File: src/rtl/irq_grp_pkg.sv
package irq_grp_pkg;
  localparam int unsigned WORD_W      = 32;
  localparam int unsigned BE_W        = WORD_W / 8;
  localparam int unsigned OFS_STATUS  = 0;
  localparam int unsigned OFS_MASK    = 1;
  localparam int unsigned OFS_ENABLE  = 2;
  localparam int unsigned OFS_DISABLE = 3;

  typedef struct packed {
    logic clrStatus;
    logic clrMask;
    logic setMask;
  } irqStrobe_t;
endpackage

File: src/rtl/irq_grp_ctrl.sv
module irq_grp_ctrl
  import irq_grp_pkg::*;
#(
  parameter int unsigned NUM_SRC = 1,
  parameter int unsigned ADDR_W  = 4
) (
  input  logic                wrEn,
  input  logic [ADDR_W-1:0]   addr,
  input  logic [BE_W-1:0]     byteEn,
  input  logic [NUM_SRC-1:0]  statusVal,
  input  logic [NUM_SRC-1:0]  maskVal,
  output irqStrobe_t          strobe,
  output logic [WORD_W-1:0]   rdData
);
  logic fullWr;
  logic hitStatus, hitMask;

  assign fullWr    = wrEn && (byteEn == {BE_W{1'b1}});
  assign hitStatus = (addr == ADDR_W'(OFS_STATUS));
  assign hitMask   = (addr == ADDR_W'(OFS_MASK));

  always_comb begin
    strobe.clrStatus = fullWr && hitStatus;
    strobe.clrMask   = fullWr && (addr == ADDR_W'(OFS_ENABLE));
    strobe.setMask   = fullWr && (addr == ADDR_W'(OFS_DISABLE));
  end

  always_comb begin
    rdData = '0;
    if (hitStatus)    rdData[NUM_SRC-1:0] = statusVal;
    else if (hitMask) rdData[NUM_SRC-1:0] = maskVal;
  end
endmodule

File: src/rtl/irq_grp_dp.sv
module irq_grp_dp
  import irq_grp_pkg::*;
#(
  parameter int unsigned          NUM_SRC  = 1,
  parameter logic [NUM_SRC-1:0]   MASK_RST = '1
) (
  input  logic                clk,
  input  logic                rst_n,
  input  irqStrobe_t          strobe,
  input  logic [NUM_SRC-1:0]  wrBits,
  input  logic [NUM_SRC-1:0]  srcSet,
  output logic [NUM_SRC-1:0]  statusVal,
  output logic [NUM_SRC-1:0]  maskVal,
  output logic                irq
);
  logic [NUM_SRC-1:0] statusQ, statusNext;
  logic [NUM_SRC-1:0] maskQ, maskNext;
  logic               irqQ;

  always_comb begin
    statusNext = statusQ;
    if (strobe.clrStatus) statusNext = statusQ & ~wrBits;
    statusNext = statusNext | srcSet;
  end

  always_comb begin
    maskNext = maskQ;
    if (strobe.clrMask)      maskNext = maskQ & ~wrBits;
    else if (strobe.setMask) maskNext = maskQ | wrBits;
  end

  always_ff @(posedge clk or negedge rst_n) begin
    if (!rst_n) begin
      statusQ <= '0;
      maskQ   <= MASK_RST;
      irqQ    <= 1'b0;
    end else begin
      statusQ <= statusNext;
      maskQ   <= maskNext;
      irqQ    <= |(statusNext & ~maskNext);
    end
  end

  assign statusVal = statusQ;
  assign maskVal   = maskQ;
  assign irq       = irqQ;
endmodule

File: src/rtl/irq_status_mask_regs.sv
module irq_status_mask_regs
  import irq_grp_pkg::*;
#(
  parameter int unsigned NUM_SRC = 1,
  parameter int unsigned ADDR_W  = 4
) (
  input  logic                clk,
  input  logic                rst_n,
  input  logic                wrEn,
  input  logic [ADDR_W-1:0]   addr,
  input  logic [31:0]         wrData,
  input  logic [3:0]          byteEn,
  output logic [31:0]         rdData,
  input  logic [NUM_SRC-1:0]  srcSet,
  output logic                irq
);
  irqStrobe_t         strobe;
  logic [NUM_SRC-1:0] statusVal, maskVal;

  irq_grp_ctrl #(.NUM_SRC(NUM_SRC), .ADDR_W(ADDR_W)) ctrl_i (
    .wrEn(wrEn), .addr(addr), .byteEn(byteEn),
    .statusVal(statusVal), .maskVal(maskVal),
    .strobe(strobe), .rdData(rdData)
  );

  irq_grp_dp #(.NUM_SRC(NUM_SRC), .MASK_RST({NUM_SRC{1'b1}})) dp_i (
    .clk(clk), .rst_n(rst_n), .strobe(strobe),
    .wrBits(wrData[NUM_SRC-1:0]), .srcSet(srcSet),
    .statusVal(statusVal), .maskVal(maskVal), .irq(irq)
  );
endmodule

File: config.mk
export PLATFORM = sky130hd
export DESIGN_NAME = irq_status_mask_regs
export DESIGN_NICKNAME = d
export VERILOG_FILES = /design/src/rtl/irq_grp_pkg.sv /design/src/rtl/irq_grp_ctrl.sv /design/src/rtl/irq_grp_dp.sv /design/src/rtl/irq_status_mask_regs.sv
export SDC_FILE = /design/constraint.sdc
export NUM_CORES = 1
export LEC_CHECK = 0
export BUFFER_PORTS_ARGS = -buffer_cell sky130_fd_sc_hd__buf_2
export CORE_MARGIN = 1.5
export CORE_UTILIZATION = 23
export CTS_BUF_LIST = sky130_fd_sc_hd__clkbuf_8 sky130_fd_sc_hd__clkbuf_16
export DETAILED_ROUTE_END_ITERATION = 16
export GPL_ROUTABILITY_DRIVEN = 0
export PLACE_DENSITY = 0.73
export REMOVE_ABC_BUFFERS = 1
export SLEW_MARGIN = 20
export SYNTH_ARGS = -nofsm -noshare
export SYNTH_HDL_FRONTEND = slang
export SYNTH_HIERARCHICAL = 1
export SYNTH_SLANG_ARGS = --single-unit
File: constraint.sdc
create_clock -name clk -period 0.8 [get_ports clk]
set_input_delay 0.16 -clock clk [delete_from_list [all_inputs] [get_ports clk]]
set_output_delay 0.16 -clock clk [all_outputs]
set_load 0.01 [all_outputs]
After elaboration in Yosys (flattened, before gate mapping)
Index checks and enable logic that the tools add are counted.
Widths: inputs -> output; s select.
{ "op_classes": {"eq_ne": 4, "mux": 5, "n_bitwise": 7, "n_reduce_logical": 5} }
{ "op_table": {"columns": ["operator", "n"], "rows": [
  ["$eq 4x2->1 const B", 2],
  ["$mux 1", 5],
  ["$eq 4x1->1 const B", 1],
  ["$eq 4x4->1 const B", 1],
  ["$logic_and 1x1->1", 4],
  ["$logic_not 4->1", 1],
  ["$and 1x1->1", 3],
  ["$not 1->1", 2],
  ["$or 1x1->1", 2]
]} }
{ "word_totals": {"reg_bits": 3, "in_bits": 44, "output_inout_bits": 33, "wordCells": 24} }

Depth between registers and ports, before layout
{ "depth": {"word_depth": 7, "depth_mapped": 4} }

By module
The synthesis kept the hierarchy.
{ "by_module_without_submodules": {"columns": ["mod", "n_inst", "cells_per_inst", "area_per_inst_um2"], "rows": [
  ["irq_grp_ctrl", 1, 40, 315.3],
  ["irq_grp_dp", 1, 9, 113.9]
]} }

Worst setup path after synthesis
OpenSTA, ideal clock, no wires.
{ "synth_timing": {"path_kind": "flip-flop to output port", "startpoint": "register dp_i.maskQ (netlist: dp_i/maskVal)", "endpoint": "output port rdData[0]", "arrival_time_ps": 919, "path_slack_ps": -279, "stages_incl_launch_ff": 3, "path_cell_list": "dfstp_2 mux2i_1 nor4_1"} }
{ "synth_between": {"elab_chain_len": 2} }
{ "synth_lines": {"columns": ["element", "line_no", "source"], "rows": [
  ["start, declared", "irq_grp_dp.sv:17", "logic [NUM_SRC-1:0] maskQ, maskNext;"],
  ["start signal, assigned", "irq_grp_dp.sv:39", "maskQ <= maskNext;"],
  ["$mux 1", "irq_grp_ctrl.sv:31", "else if (hitMask) rdData[NUM_SRC-1:0] = maskVal;"],
  ["$mux 1", "irq_grp_ctrl.sv:30", "if (hitStatus) rdData[NUM_SRC-1:0] = statusVal;"],
  ["end, declared", "irq_status_mask_regs.sv:13", "output logic [31:0] rdData,"]
]} }
Every way passes these cells.

Worst setup path in the final report
Ends and elaborated chain as after synthesis.

==> out/results.ini <==
[final_layout]
drive_above_1_share=0.299
antennaDiodeCount=0
fin_cells=92
fillers=194
synthToLayoutAreaGrowth_pct=9.91
multiInputGateArea_um2=233
fin_nets=112
final_area_um2=472
regArea_um2=76.3

[pwr]
netSwitchingFraction=0.273
cellInternalPower_w=0.000531
seqPwrFrac=0.220
combPwrFrac=0.194
p_sw_w=0.000199
ir_drop_mv=0.630
p_leak_nw=0.246
clockPowerShare=0.585
p_per_area_nw_per_um2=1550

[timing]
fin_crit_sh=1.59
final_hold_viol_count=0
finalSetupViolations=5
drv_slew=0
skew_ns=0.00145
fin_crit_ns=1.27
fmax_mhz=787
rsz0062_at_grt=yes
final.setup.tns_ns=-0.905
hold_ws_ns=0.149
setup_ws_ns=-0.470

[critical_path]
path_cells=mux2i_1 -> nor4_1 -> buf_2
critPathCaptureType=output pin
reg2reg_slack_ns=-0.10
r2r_cells=2
critPathLaunchType=flop
path_max_fanout=2
path_class=flop to output pin
arrival_ns=1.11
critPathRequiredTime_ns=0.64
r2r_start=dp_i/maskVal
r2r-end=dp_i/irq
critPathSlowestCell=dfstp_2
critPathBufInv=1
cp_top_family=flip-flops
critPathMaxStageDelay_ns=0.51

[placement]
placed_cell_area_um2=410
pre_cts_slack_ns=-0.435
dpl.hpwl_um=503
placed_cells=87
io_buffers=14

[grt]
grt_pass1_vias=211
grt_max_degree=5
met3_usage=0.0471
use_met2=0.0806
grt_use_met1=0.0584
grt_pass1_wl_um=834
track_usage=0.0623
grt_busiest_layer=met2
overflow=0
grt_antenna_before_repair=0

[synth]
yosys.area_share.simple=0.198
seq_area_frac_synth=0.178
synth-compound-area-share=0.0496
synth_cell_types=17
avgSynthCellArea_um2=8.76
synth_area_um2=429
syn_inst=49
synth-seq-cells=3
synth-xor-area-share=0
muxShareOfSynthArea=0.0233
synth_top_family_by_area=buffers and inverters
synthAdderAreaFrac=0
yosys_warnings=6

[floorplan]
core-area_um2=1750
die_y_um=46.2
die-area_um2=2130
rows=15
ios=77
start_util=0.246
die_w_um=46.2

[routing]
drc=0
firstDrtPassIters=1
num_vias=285
ant_nets=0
wl_per_cell_um=6.35
vias_per_cell=3.10
drt-initial-drc-count=0
totalWireLength_um=584

[clock_tree]
cts_setup_buffers=0
clockBufferDepth=2
cts-root-buf=clkbuf_8
cts_tree=done
numCtsBuffers=3
htreeDepth=1
clock-sinks=3
cts.clk_slew.worst_paths_ns=0.03
clock_latency_ns=0.21

[worst_hold_path]
hold_depth=2
holdCritStartpoint=srcSet
min_to=dp_i/statusVal
min_path_type=input pin to flop

[status]
violations=negative setup slack
outcome=complete, but fails checks

[flow_run]
max-cap-violations=0

-- cells by family (layout without fill, tap and decap cells) --
kind of cell | Yosys count | after routing
buf+inv | 31 | 19
simple gates | 10 | 10
compound gates | 3 | 3
flops | 3 | 3
other cells | 1 | 31
mux | 1 | 1
-- through the flow --
step / utilization / total power (W)
6_report: 0.270 / 0.000731
5_1_grt: 0.270 / 0.000798
4_1_cts: 0.270 / 0.000749
3_5_place_dp: 0.235 / 0.000296
3_3_place_gp: 0.235 / 0.000294
2_1_floorplan: - / 0.000249
-- power groups by stage --
stage / combinational, W / clock, W / sequential, W
global route: 0.000162 / 0.000475 / 0.000161
CTS: 0.000140 / 0.000448 / 0.000161
global placement: 0.000131 / 0 / 0.000163
finish: 0.000142 / 0.000428 / 0.000161
floorplan: 0.0000853 / 0 / 0.000164
detailed placement: 0.000133 / 0 / 0.000163
-- Yosys cell counts (all sizes together) --
cell type  number  area share
buf            31        0.54
dfrtp           2        0.12
nor4            2       0.029
a21boi          1       0.017
a21oi           1       0.012
and2            1       0.015
conb            1      0.0087
dfstp           1       0.061
mux2i           1       0.023
nand2           1      0.0087
nand3           1       0.012
nand4bb         1       0.064
nor2            1      0.0087
nor3            1       0.012
nor4b           1       0.035
o22a            1       0.020
or2             1       0.015
-- layout by cell type, fill, tap and decap left out --
cell type / instances
a21boi_1: 1
a21oi_1: 1
and2_1: 1
buf_2: 13
buf_6: 1
clkbuf_8: 3
conb_1: 31
dfrtp_1: 2
dfstp_2: 1
dlygate4sd3_1: 1
inv_1: 1
mux2i_1: 1
nand2_1: 1
nand3_1: 1
nand4bb_4: 1
nor2_1: 1
nor3_1: 1
nor4_1: 2
nor4b_2: 1
o22a_1: 1
or2_1: 1
-- layer usage --
metal	vias to the layer above	wire, um
met2	29	239
met5	-	0
met1	119	217
met3	2	122
met4	0	5
li1	135	-
-- registers in the layout (all words and copies together), names as in the netlist --
signal          count
dp_i/irq            1
dp_i/maskVal        1
dp_i/statusVal      1
-- timing repair --
action	CTS	global route
hold buffers	1	0
setup endpoints to repair	5	5
pin swaps	3	1
hold endpoints to repair	3	0
gates resized for setup	1	0
-- layout make-up --
| cell class | instances | area share |
|---|---|---|
| well taps | 25 | 0.0663 |
| clock inverters | 1 | 0.00796 |
| flip-flops and latches | 3 | 0.162 |
| repair buffers | 15 | 0.183 |
| clock buffers | 3 | 0.0875 |
| multi-input cells | 45 | 0.493 |
-- worst max-delay path by stage --
stage                 start             end  slack (ns)  cells after the start
2_1_floorplan  dp_i/maskVal       rdData[0]       -0.28                      2
3_3_place_gp        addr[2]  dp_i/statusVal       -0.37                      5
3_5_place_dp        addr[2]  dp_i/statusVal       -0.44                      5
4_1_cts        dp_i/maskVal       rdData[0]       -0.48                      3
5_1_grt        dp_i/maskVal       rdData[0]       -0.50                      3
6_report       dp_i/maskVal       rdData[0]       -0.47                      3
-- worst reg2reg max path, cell delays in order (launching register included) --
cell and delay (ns):
dfstp_2 0.51, a21oi_1 0.05, o22a_1 0.22
Note: power is estimated with default switching activity, not from simulation.
